**src/rtl/cmpskip_pkg.sv**
```systemverilog
package cmpskip_pkg;

    localparam int OPND_W = 8;

    typedef enum logic [1:0] {
        OP_NONE    = 2'd0,
        OP_SKIP_GT = 2'd1,
        OP_SKIP_LT = 2'd2
    } cs_op_e;

    // upper seven bits of the two instruction encodings
    localparam logic [6:0] ENC_SKIP_GT = 7'b0110010;
    localparam logic [6:0] ENC_SKIP_LT = 7'b0110000;

    function automatic cs_op_e decode_op(input logic [15:0] word);
        if (word[15:9] == ENC_SKIP_GT)
            return OP_SKIP_GT;
        else if (word[15:9] == ENC_SKIP_LT)
            return OP_SKIP_LT;
        else
            return OP_NONE;
    endfunction

endpackage

```
**src/rtl/cmpskip_decode.sv**
```systemverilog
module cmpskip_decode
    import cmpskip_pkg::*;
#(
    parameter int ADDR_W       = 12,
    parameter int ACCESS_SPLIT = 8'h60
) (
    input  logic [15:0]              word_i,
    input  logic [ADDR_W-OPND_W-1:0] bank_sel_i,
    output cs_op_e                   op_o,
    output logic [ADDR_W-1:0]        addr_o
);
    localparam int BANK_W = ADDR_W - OPND_W;

    logic [OPND_W-1:0] opnd;
    logic              banked;
    logic              low_half;

    always_comb begin
        op_o     = decode_op(word_i);
        opnd     = word_i[OPND_W-1:0];
        banked   = word_i[8];
        low_half = ({24'd0, opnd} < ACCESS_SPLIT);
        if (banked)
            addr_o = {bank_sel_i, opnd};
        else if (low_half)
            addr_o = {{BANK_W{1'b0}}, opnd};
        else
            addr_o = {{BANK_W{1'b1}}, opnd};
    end

endmodule

```
**src/rtl/cmpskip_compare.sv**
```systemverilog
module cmpskip_compare
    import cmpskip_pkg::*;
#(
    parameter int DATA_W = 8
) (
    input  cs_op_e            op_i,
    input  logic [DATA_W-1:0] opnd_i,
    input  logic [DATA_W-1:0] wreg_i,
    output logic              skip_cond_o
);
    logic [DATA_W:0] diff;
    logic            borrow;
    logic            zero;

    always_comb begin
        diff   = {1'b0, opnd_i} - {1'b0, wreg_i};
        borrow = diff[DATA_W];
        zero   = (diff[DATA_W-1:0] == '0);
        unique case (op_i)
            OP_SKIP_GT: skip_cond_o = !borrow && !zero;
            OP_SKIP_LT: skip_cond_o = borrow;
            default:    skip_cond_o = 1'b0;
        endcase
    end

endmodule

```
**src/rtl/cmpskip_seq.sv**
```systemverilog
module cmpskip_seq #(
    parameter int PC_W = 21
) (
    input  logic            clk,
    input  logic            rst_n,
    input  logic            issue_i,
    input  logic            skip_cond_i,
    input  logic            next_dword_i,
    input  logic [PC_W-1:0] pc_i,
    output logic            done_o,
    output logic            skip_o,
    output logic            flush_o,
    output logic [1:0]      cycles_o,
    output logic [PC_W-1:0] pc_next_o
);
    typedef struct packed {
        logic            done;
        logic            skip;
        logic [1:0]      cycles;
        logic [1:0]      flush_cnt;
        logic [PC_W-1:0] pc;
    } seq_st_t;

    seq_st_t st_d, st_q;
    logic [1:0] skip_words;

    always_comb begin
        st_d        = st_q;
        st_d.done   = 1'b0;
        st_d.skip   = 1'b0;
        st_d.cycles = 2'd0;
        skip_words  = skip_cond_i ? (next_dword_i ? 2'd2 : 2'd1) : 2'd0;
        if (st_q.flush_cnt != 2'd0) begin
            st_d.flush_cnt = st_q.flush_cnt - 2'd1;
        end else if (issue_i) begin
            st_d.done      = 1'b1;
            st_d.skip      = skip_cond_i;
            st_d.cycles    = 2'd1 + skip_words;
            st_d.flush_cnt = skip_words;
            st_d.pc        = pc_i + PC_W'(1) + PC_W'(skip_words);
        end
    end

    always_ff @(posedge clk or negedge rst_n) begin
        if (!rst_n)
            st_q <= '0;
        else
            st_q <= st_d;
    end

    assign done_o    = st_q.done;
    assign skip_o    = st_q.skip;
    assign flush_o   = st_q.flush_cnt != 2'd0;
    assign cycles_o  = st_q.cycles;
    assign pc_next_o = st_q.pc;

    assert_noskip_single_R6: assert property (@(posedge clk) disable iff (!rst_n)
        done_o && !skip_o |-> cycles_o == 2'd1 && !flush_o);

    assert_skip_flushes_R7: assert property (@(posedge clk) disable iff (!rst_n)
        done_o && skip_o |-> flush_o);

    assert_dword_second_flush_R8: assert property (@(posedge clk) disable iff (!rst_n)
        done_o && skip_o && cycles_o == 2'd3 |=> flush_o);

    assert_flush_max_two_R8: assert property (@(posedge clk) disable iff (!rst_n)
        $past(flush_o) && flush_o |=> !flush_o);

    assert_flush_discards_R9: assert property (@(posedge clk) disable iff (!rst_n)
        flush_o && issue_i |=> !done_o);

endmodule

```
**src/rtl/cmpskip_unit.sv**
```systemverilog
module cmpskip_unit
    import cmpskip_pkg::*;
#(
    parameter int PC_W         = 21,
    parameter int DATA_W       = 8,
    parameter int ADDR_W       = 12,
    parameter int ACCESS_SPLIT = 8'h60
) (
    input  logic                     clk,
    input  logic                     rst_n,
    input  logic                     instr_valid_i,
    input  logic [15:0]              instr_word_i,
    input  logic [PC_W-1:0]          pc_i,
    input  logic [DATA_W-1:0]        wreg_i,
    input  logic [ADDR_W-OPND_W-1:0] bank_sel_i,
    input  logic                     next_is_dword_i,
    output logic [ADDR_W-1:0]        mem_addr_o,
    input  logic [DATA_W-1:0]        mem_rdata_i,
    output logic                     done_o,
    output logic                     skip_o,
    output logic                     flush_o,
    output logic [PC_W-1:0]          pc_next_o,
    output logic [1:0]               cycles_o
);
    cs_op_e op;
    logic   skip_cond;
    logic   issue;

    cmpskip_decode #(.ADDR_W(ADDR_W), .ACCESS_SPLIT(ACCESS_SPLIT)) u_decode (
        .word_i     (instr_word_i),
        .bank_sel_i (bank_sel_i),
        .op_o       (op),
        .addr_o     (mem_addr_o)
    );

    cmpskip_compare #(.DATA_W(DATA_W)) u_compare (
        .op_i        (op),
        .opnd_i      (mem_rdata_i),
        .wreg_i      (wreg_i),
        .skip_cond_o (skip_cond)
    );

    assign issue = instr_valid_i && (op != OP_NONE);

    cmpskip_seq #(.PC_W(PC_W)) u_seq (
        .clk          (clk),
        .rst_n        (rst_n),
        .issue_i      (issue),
        .skip_cond_i  (skip_cond),
        .next_dword_i (next_is_dword_i),
        .pc_i         (pc_i),
        .done_o       (done_o),
        .skip_o       (skip_o),
        .flush_o      (flush_o),
        .cycles_o     (cycles_o),
        .pc_next_o    (pc_next_o)
    );

    assert_pc_matches_cycles_R8: assert property (@(posedge clk) disable iff (!rst_n)
        done_o |-> pc_next_o == $past(pc_i) + PC_W'(cycles_o));

    assert_other_words_ignored_R1: assert property (@(posedge clk) disable iff (!rst_n)
        !instr_valid_i |=> !done_o);

endmodule

```
**config.mk**
```make
export PLATFORM = sky130hd
export DESIGN_NAME = cmpskip_unit
export DESIGN_NICKNAME = d
export VERILOG_FILES = /design/src/rtl/cmpskip_pkg.sv /design/src/rtl/cmpskip_decode.sv /design/src/rtl/cmpskip_compare.sv /design/src/rtl/cmpskip_seq.sv /design/src/rtl/cmpskip_unit.sv
export SDC_FILE = /design/constraint.sdc
export NUM_CORES = 1
export LEC_CHECK = 0
export BUFFER_PORTS_ARGS = -buffer_cell sky130_fd_sc_hd__buf_4
export CORE_MARGIN = 1.5
export CORE_UTILIZATION = 30
export DETAILED_ROUTE_END_ITERATION = 8
export GPL_TIMING_DRIVEN = 1
export PLACE_DENSITY_LB_ADDON = 0.12
export SYNTH_ARGS = -nofsm -noshare
export SYNTH_HDL_FRONTEND = slang
export SYNTH_SLANG_ARGS = --single-unit
```
**constraint.sdc**
```tcl
create_clock -name clk -period 4.6 [get_ports clk]
set_clock_uncertainty 0.05 [all_clocks]
set_input_delay 0.23 -clock clk [delete_from_list [all_inputs] [get_ports clk]]
set_output_delay 0.23 -clock clk [all_outputs]
set_load 0.1 [all_outputs]
```
==> results of run 1 <==
## critical path, cell delays in order
cell	delay, ps
buf_4	110
ha_1	250
fa_1	410
and2b_1	220
o2111ai_1	130
and2_2	220
o21ai_1	280
xnor2_1	250
nand3_1	170
or2_2	350
ha_1	210
inv_1	100
nor2_1	130
a211oi_2	410
nor2_1	200
o21a_1	210
nor3_1	170
## sequential cells by signal (all words and copies together) (netlist names)
register / flops
u_seq.done_o: 1
u_seq.cycles_o: 2
u_seq.st_q: 2
u_seq.pc_next_o: 21
u_seq.skip_o: 1
## area by class of cell
class	count	area share, %
multi-input cells	189	43.2
flip-flops and latches	27	24.0
repair buffers	89	23.8
well taps	99	4.40
inverters	21	2.80
clock buffers	3	1.47
clock inverters	1	0.267
## cell usage after synthesis (7+ instances only)
master / n / area [um2]
dfrtp_1: 27 / 676
inv_1: 21 / 78.8
ha_1: 10 / 125
nor2_1: 24 / 90.1
a21oi_1: 15 / 75.1
nand2_1: 32 / 120
nand3_1: 9 / 45.0
xnor2_1: 9 / 78.8
o21ai_1: 9 / 45.0
buf_4: 31 / 233
o21ai_0: 15 / 75.1
nor3_1: 7 / 35.0
xor2_1: 8 / 70.1
## cells by family (layout without fill, tap and decap cells)
group	Yosys count	count (layout)	synth area share, %
compound gates	60	60	18.2
fa+ha+maj	11	11	6.52
flops	27	27	30.4
mux	1	1	0.450
simple gates	100	100	22.7
buf+inv	57	114	15.1
xor+xnor	17	17	6.69
## metrics by stage
stage | setup WS (ps) | cells
after floorplan | 1050 | 273
after global placement | 406 | 424
after detailed placement | 383 | 424
after CTS | 668 | 429
after global routing | 360 | 429
final | 714 | 429
## metal layers
| metal | track usage, % | vias up |
|---|---|---|
| met5 | 0 | - |
| met4 | 4.20 | 0 |
| met3 | 1.94 | 9 |
| met2 | 22.8 | 54 |
| met1 | 18.7 | 891 |
| li1 | - | 1017 |
## path summary, 6_finish.rpt
kind | cells after the start | slack, ps | end
worst max-delay path | 17 | 710 | u_seq.pc_next_o[19]
worst min-delay path | 2 | 150 | u_seq.st_q[22]
worst max register to register | 6 | 2350 | u_seq.pc_next_o[5]
worst min register to register | 1 | 410 | u_seq.st_q[21]
max in group asynchronous | 2 | 3880 | u_seq.pc_next_o[4]
min in group asynchronous | 2 | 350 | u_seq.pc_next_o[20]
## power by group
part	internal [mW]	switching (mW)
Sequential	0.265	0.0154
Clock	0.0616	0.0800
Combinational	0.120	0.330
## repair_timing
| item | in CTS | in global routing |
|---|---|---|
| hold buffers | 1 | 0 |
| endpoints found under the hold margin | 27 | 0 |
| setup buffers | 0 | 0 |
==> flow_summary_export.csv, run 1 <==
group,metric,value,unit
status,outcome,"complete, no violations",
floorplan,num_io_pins,99,
sta,worst_slew_pin_slew,669,ps
sta,period_minus_slack,3890,ps
finish,regArea,676,um2
synthesis,synth_nets,345,
synthesis,ys_seq_elements,27,
routing,m1WireLength,2.50,mm
place,gp_congestion,0.812,
synthesis,synthCells,273,
floorplan,die-area,7950,um2
finish,final_nets,403,
finish,antennaDiodeCount,0,
routing,viasPerCell,4.59,
worst_hold_path,hp-start,"next_is_dword_i",
cts,clk_pin_slew,100,ps
cts,cts-root-buf,"clkbuf_8",
power_and_ir_drop,vdd_ir_drop_max,0.0000968,V
critical_path,crit_path_end_kind,"register",
place,dpl_cell_area,2750,um2
routing,wl_met3,258,um
sta,setup_violations,0,
power_and_ir_drop,p_leak,1.35,nW
sta,maxSlewHeadroom,55.1,%
critical_path,crit-reg2reg-launch,"u_seq.st_q[22]",
power_and_ir_drop,power_density,310,nW/um2
grt,grt_pass1_wl,8.59,mm
sta,clock.fmax,0.257,GHz
routing,drcViolationCount,0,
synthesis,synth_seq_area_share,30.4,%
finish,layout_common_cells,"88 x buf_4, 32 x nand2_1, 27 x dfrtp_1",
synthesis,synth-edff-count,0,
grt,grt_pass1_vias,1914,
sta,rsz0062_at_grt,"false",
cts,clock_latency,270,ps
finish,final_common_cell,"buf_4",
critical_path,worst_ep_arrival_time,4040,ps
sta,min_period_over_period,84.5,%
routing,wl,5.33,mm
cts,cts_buffer_depth,2,
cts,cts_tree,"done",
routing,vias,1971,
synthesis,yosys_warnings,0,
power_and_ir_drop,power,872,uW
cts,cts_resized,0,
sta,tns,0,ps
grt,grt.overflow.total,0,
critical_path,cp.required,4750,ps
worst_hold_path,worst_hold_path_type,"input port to register",
job,drv_cap,0,
routing,routedWlPerCell,12.4,um
grt,grt_usage,13.8,%
synthesis,syn_area,2230,um2
sta,finalHoldViolCount,0,
sta,whs,152,ps
synthesis,ys_types,50,
cts,clock_sinks,27,
floorplan,start_util,30.9,%
grt,grt_max_degree,41,
routing,drt-pass1-iter-count,4,
place,dp_hpwl,4.34,mm
finish,postLayoutCellArea,2810,um2
routing,wl_met2,2.48,mm
floorplan,fp.dieW,89.1,um
synthesis,synthFlopType,"dfrtp_1",
critical_path,critical_path.max_fanout,6,
cts,cts-htree-levels,1,
place,port_buffers,88,
floorplan,die_h,89.1,um
finish,drive_gt1_share,33.6,%
sta,final_max_slew_viol_count,0,
critical_path,setup.worst_path.start,"wreg_i[0]",
finish,area_growth,26.4,%
finish,multi_input_comb_area,1210,um2
synthesis,ys_async_sr_fraction,100,%
critical_path,startpoint_type,"input port",
finish,final_core_util,39.0,%
critical_path,crit_type,"input port to register",
routing,highest_layer,"met4",
routing,ant_nets,0,
floorplan,coreArea,7210,um2
finish,fillers,817,
grt,antenna_found_initial,0,
synthesis,avgSynthCellArea,8.15,um2
cts,cts_buffers,3,
routing,initialDrtViolationCount,46,
floorplan,rows,31,
(Power assumes the default switching activity.)
==> inputs of run 2 (changes only) <==
Settings changed: ABC_AREA from default to 1.
Clock period 4.6 ns to 3.6 ns, I/O delays scaled along.
==> run 2 against run 1 <==
  * Area after synthesis increased by 7.3%
  * Sequential cell count unchanged
  * Clock power increased by 26%
  * Sequential share of layout area decreased by 1.4 points
  * Cell count increased by 20%
  * Via count increased by 16%
  * Clock-buffer cell count increased by 1
  * Design area increased by 6.3%
  * Critical path type unchanged
  * Critical endpoint is now u_seq.pc_next_o[4]
  * Largest cell class unchanged
  * Largest power group unchanged
==> flow_summary_export.csv, run 2 <==
group,metric,value,unit
place,port_buffers,88,
sta,clock.fmax,0.371,GHz
power_and_ir_drop,p_comb_share,50.8,%
synthesis,ys_types,32,
critical_path,worst_path_largest_cell_delay,390,ps
sta,finalHoldViolCount,0,
finish,final_core_util,38.7,%
finish,postLayoutCellArea,2990,um2
synthesis,synth_seq_area_share,28.3,%
floorplan,fp.dieW,92.2,um
power_and_ir_drop,sw_frac_of_total,48.6,%
critical_path,cp.required,3700,ps
power_and_ir_drop,seq_power_share,32.6,%
synthesis,syn_area,2390,um2
cts,cts_resized,0,
grt,grt.overflow.total,0,
critical_path,critical_path.max_fanout,5,
sta,period_minus_slack,2700,ps
power_and_ir_drop,power_density,362,nW/um2
critical_path,crit_type,"input port to register",
cts,cts_tree,"done",
synthesis,synth_top_area_share,28.3,%
worst_hold_path,worst_hold_path_type,"input port to register",
cts,cts_buffers,3,
place,dpl_cell_area,2940,um2
critical_path,critPathSlowestCell,"fa_1",
grt,antenna_found_initial,0,
finish,antennaDiodeCount,0,
place,gp_congestion,0.831,
floorplan,coreArea,7730,um2
synthesis,synth.most_common_cell,"nand2_1",
sta,final_max_slew_viol_count,0,
job,drv_cap,0,
synthesis,ys_seq_elements,27,
critical_path,startpoint_type,"input port",
sta,setup_slack,901,ps
floorplan,die-area,8510,um2
power_and_ir_drop,p_int,556,uW
sta,maxSlewHeadroom,48.4,%
floorplan,start_util,30.9,%
sta,tns,0,ps
sta,rsz0062_at_grt,"false",
cts,cts-htree-levels,1,
routing,wl,5.89,mm
floorplan,rows,32,
floorplan,num_io_pins,99,
cts,clk_pin_slew,90,ps
synthesis,yosys_warnings,0,
cts,cts-root-buf,"clkbuf_8",
finish,largest_register_ffs,21,
sta,setup_violations,0,
synthesis,synth-edff-count,0,
status,outcome,"complete, no violations",
grt,grt_max_degree,29,
routing,vias,2284,
critical_path,critPathTopFamily,"simple AND/OR/NAND/NOR gates",
finish,drive_gt1_share,27.1,%
synthesis,ys_async_sr_fraction,100,%
critical_path,critical_path_buf_inv_count,5,
routing,viasPerCell,4.43,
finish,area_growth,25.2,%
synthesis,avgSynthCellArea,6.73,um2
routing,routedWlPerCell,11.4,um
synthesis,synthFlopType,"dfrtp_1",
critical_path,crit_path_end_kind,"register",
sta,min_period_over_period,75.0,%
synthesis,synth_nets,427,
routing,drcViolationCount,0,
finish,layout_common_cells,"112 x nand2_1, 89 x buf_4, 49 x inv_1",
synthesis,synthCells,355,
critical_path,worst_ep_arrival_time,2800,ps
cts,clock_sinks,27,
grt,grt_pass1_vias,2181,
power_and_ir_drop,clock_power_share,16.5,%
finish,fillers,847,
power_and_ir_drop,p_leak,1.68,nW
sta,worst_slew_pin_slew,770,ps
routing,ant_nets,0,
synthesis,yosysTopAreaCell,"dfrtp_1",
routing,initialDrtViolationCount,67,
routing,drt-pass1-iter-count,4,
power_and_ir_drop,p_switching,526,uW
synthesis,synth_area_leaders,"dfrtp_1 28%, nand2_1 18%, buf_4 9.7%",
cts,clock_latency,270,ps
place,dp_hpwl,4.76,mm
power_and_ir_drop,vdd_ir_drop_max,0.000213,V
cts,cts_buffer_depth,2,
cts,cts_setup_buffers,0,
floorplan,die_h,92.2,um
synthesis,yosys-top-cells-count,"112 x nand2_1, 49 x inv_1, 31 x buf_4",
finish,final_common_cell,"nand2_1",
power_and_ir_drop,power,1.08,mW
critical_path,path_common_cell,"nand2_1",
grt,grt_pass1_wl,9.99,mm
place,place_ws,595,ps
finish,final_nets,487,
grt,grt_usage,14.4,%
critical_path,cp_cell_sequence,"buf_4 > ha_1 > fa_1 > inv_1 > nand2_1 > nand2_1 > nand3_1 > nand2_1 > nand2_1 > nand2_1 > nand4_2 > nand2_2 > nand2_4 > nand2_1 > ha_1 > inv_1 > ha_1 > inv_1 > nand2_4 > inv_2 > nor2_4 > xnor2_1 > o21ai_1",
run 2: cell count changes in the layout (fill, tap and decap cells not counted), moves of 5 or more:
cell | previous run | this run
o21ai_0 | 15 | 3
xor2_1 | 8 | 2
inv_1 | 21 | 49
xnor2_1 | 9 | 1
a21oi_1 | 15 | 10
nand4_1 | 2 | 8
nand2_4 | 0 | 5
nand2_2 | 0 | 6
nand2_1 | 32 | 112
nand3_1 | 9 | 28
run 2: final timing paths:
check	startpoint	to	slack [ps]	cells after the start
min reg2reg	u_seq.pc_next_o[5]	u_seq.pc_next_o[5]	440	2
max in group asynchronous	rst_n	u_seq.pc_next_o[5]	2930	2
max	wreg_i[0]	u_seq.pc_next_o[4]	900	23
min	pc_i[5]	u_seq.pc_next_o[5]	130	3
max reg2reg	u_seq.st_q[22]	u_seq.pc_next_o[5]	1310	8
min in group asynchronous	rst_n	u_seq.pc_next_o[3]	310	2
run 2: kinds of logic (layout without fill, tap and decap cells):
group / count (synthesis) / after routing / share of synthesized area, %
XOR/XNOR: 3 / 3 / 1.10
adder cells (fa/ha/maj): 11 / 11 / 6.08
buffers and inverters: 87 / 146 / 18.6
AO/OA/AOI/OAI: 30 / 30 / 7.44
flip-flops: 27 / 27 / 28.3
AND/OR/NAND/NOR: 197 / 197 / 38.5
run 2: metrics by stage:
stage | instances | hold slack [ps]
6_report | 516 | 125
5_1_grt | 516 | 125
4_1_cts | 516 | 125
3_5_place_dp | 511 | 79.3
3_3_place_gp | 511 | 77.2
2_1_floorplan | 355 | -166
run 2: what timing repair did:
action / 4_1_cts / 5_1_grt
endpoints found under the setup margin: 0 / 0
hold buffers: 1 / 0
hold endpoints to repair: 27 / 0
run 2: worst reg2reg max path, cell delays in order, from the launching register on:
cell and delay (ps):
dfrtp_1 400, nor2_1 170, inv_1 80, nor2_1 110
buf_4 260, clkinv_1 670, a21oi_1 320, o21ai_1 120
nand2_1 70
run 2: power by group through the flow:
stage / registers, mW / clock network (mW) / logic (mW)
after floorplan: 0.354 / 0 / 0.482
after global routing: 0.357 / 0.200 / 0.588
after detailed placement: 0.359 / 0 / 0.553
after global placement: 0.360 / 0 / 0.552
after CTS: 0.353 / 0.192 / 0.555
final: 0.353 / 0.179 / 0.550
run 2: cell type report:
type                    count  area, um2  area share [%]
multi-input cells         241       1270            42.4
well taps                 102        128            4.27
repair buffers             90        678            22.7
inverters                  52        195            6.53
clock buffers               4       45.0            1.51
flip-flops and latches     27        676            22.6
run 2: metal layers:
layer | GRT usage, % | vias to the layer above | part of all wire, %
li1 | - | 1214 | -
met1 | 19.9 | 1005 | 48
met2 | 23.1 | 63 | 45
met3 | 3.57 | 2 | 6.7
met4 | 2.18 | 0 | 0.39
met5 | 0 | - | 0
==> inputs of run 3 (changes only) <==
Clock period 3.6 ns to 2.75 ns, I/O delays scaled along.
==> run 3 against run 2 <==
  * Sequential share of layout area is 0.62 points lower
  * Sequential power is 31% higher
  * Utilization is 1.1 points higher
  * Critical endpoint is now u_seq.pc_next_o[18]
==> flow_summary_export.csv, run 3 (synthesis gave the netlist of run 2 again) <==
group,metric,value,unit
floorplan,start_util,30.9,%
grt,grt_pass1_wl,10.0,mm
place,gp_congestion,0.870,
critical_path,setup.worst_path.start,"wreg_i[0]",
critical_path,cp_cell_sequence,"buf_4 > ha_1 > fa_2 > nand2_1 > nor2_1 > nand3_1 > nor2_2 > nand4_2 > nand2_2 > nand2_4 > nand2_1 > ha_1 > inv_1 > ha_1 > inv_1 > nand2_4 > nand2_4 > nor2_4 > a21o_1 > nand3_1 > nand2_1",
sta,finalHoldViolCount,0,
grt,grt.overflow.total,0,
finish,stdcell_count,525,
critical_path,crit_path_end_kind,"register",
power_and_ir_drop,p_leak,1.73,nW
cts,cts_buffer_depth,2,
cts,clk_pin_slew,100,ps
critical_path,cp.required,2880,ps
sta,min_period_over_period,91.1,%
grt,grt_max_degree,28,
floorplan,rows,32,
grt,grt_usage,14.6,%
routing,drcViolationCount,0,
floorplan,die-area,8510,um2
power_and_ir_drop,p_switching,697,uW
finish,final_common_cell,"nand2_1",
grt,antenna_found_initial,0,
critical_path,worst_ep_arrival_time,2630,ps
critical_path,worst_path_largest_cell_delay,530,ps
sta,period_minus_slack,2500,ps
finish,drive_gt1_share,29.8,%
sta,whs,74.6,ps
floorplan,num_io_pins,99,
routing,ant_nets,0,
job,drv_cap,0,
finish,final_nets,496,
worst_hold_path,hp-start,"pc_i[5]",
cts,cts_tree,"done",
place,dp_hpwl,4.89,mm
finish,area_growth,28.7,%
finish,layout_common_cells,"111 x nand2_1, 98 x buf_4, 48 x inv_1",
finish,largest_register_ffs,21,
cts,cts_setup_buffers,0,
power_and_ir_drop,seq_power_share,32.4,%
place,dp_cells,520,
floorplan,coreArea,7730,um2
critical_path,critPathSlowestCell,"fa_2",
power_and_ir_drop,power_density,464,nW/um2
routing,initialDrtViolationCount,142,
sta,clock.fmax,0.399,GHz
floorplan,fp.dieW,92.2,um
power_and_ir_drop,p_comb_share,51.1,%
cts,cts_buffers,3,
cts,cts-root-buf,"clkbuf_8",
critical_path,startpoint_type,"input port",
sta,final_max_slew_viol_count,0,
cts,clock_sinks,27,
routing,vias,2308,
critical_path,crit_type,"input port to register",
critical_path,reg2reg_depth,6,
finish,antennaDiodeCount,0,
status,outcome,"complete, no violations",
sta,rsz0062_at_grt,"false",
routing,wl,5.93,mm
routing,viasPerCell,4.40,
routing,routedWlPerCell,11.3,um
cts,clock_latency,280,ps
place,port_buffers,88,
power_and_ir_drop,sw_frac_of_total,48.8,%
critical_path,crit-reg2reg-launch,"u_seq.st_q[21]",
sta,maxSlewHeadroom,75.0,%
routing,drt-pass1-iter-count,4,
cts,cts-htree-levels,1,
grt,grt_pass1_vias,2176,
power_and_ir_drop,vdd_ir_drop_max,0.000244,V
worst_hold_path,worst_hold_path_type,"input port to register",
worst_hold_path,hold_path_depth,3,
critical_path,critical_path.max_fanout,5,
power_and_ir_drop,clock_power_share,16.5,%
sta,setup_violations,0,
power_and_ir_drop,p_int,731,uW
sta,worst_slew_pin_slew,372,ps
floorplan,die_h,92.2,um
## run 3: worst paths after layout
check	to	slack (ps)
worst max-delay path	u_seq.pc_next_o[18]	250
worst max register to register	u_seq.st_q[22]	990
min in group asynchronous	u_seq.pc_next_o[3]	250
worst min-delay path	u_seq.pc_next_o[5]	70
max in group asynchronous	u_seq.pc_next_o[17]	2130
worst min register to register	u_seq.pc_next_o[20]	440
## run 3: per-stage QoR
stage | power (mW) | utilization [%] | setup WS [ps] | setup TNS [ps] | instance area, um2
after floorplan | 1.09 | - | 171 | 0 | 2390
after global placement | 1.20 | 38.9 | -79.1 | -487 | 3000
after detailed placement | 1.20 | 38.9 | -124 | -1120 | 3000
after CTS | 1.45 | 39.6 | 182 | 0 | 3060
after global routing | 1.51 | 39.8 | 9.39 | 0 | 3070
final | 1.43 | 39.8 | 246 | 0 | 3070
## run 3: timing repair
item / 4_1_cts / 5_1_grt
setup endpoints to repair: 0 / 18
resized for setup: 0 / 5
hold endpoints to repair: 27 / 0
hold buffers: 1 / 0
## run 3: routing by layer
layer	track usage (%)	routed length, um	vias to the layer above
li1	-	-	1233
met1	19.9	2820	1005
met2	24.2	2720	68
met3	2.99	365	2
met4	2.18	25	0
met5	0	0	-
## run 3: critical path: cells and delay by family
kind	cells	cell delay [ps]
AND/OR/NAND/NOR	13	1030
buffers and inverters	3	250
AO/OA/AOI/OAI	1	150
adder cells (fa/ha/maj)	4	1070
## run 3: power groups by stage
stage | logic (mW) | registers (mW) | clock network (mW)
2_1_floorplan | 0.630 | 0.463 | 0
3_3_place_gp | 0.728 | 0.470 | 0
3_5_place_dp | 0.730 | 0.470 | 0
4_1_cts | 0.732 | 0.463 | 0.251
5_1_grt | 0.776 | 0.468 | 0.262
6_report | 0.730 | 0.462 | 0.236
## run 3: final cells by class
cell class	count	area [um2]
Timing Repair Buffer	99	746
Tap cell	102	128
Sequential cell	27	676
Inverter	52	195
Clock inverter	1	5.00
Clock buffer	3	41.3
Fill cell	813	4650
Multi-Input combinational cell	241	1280
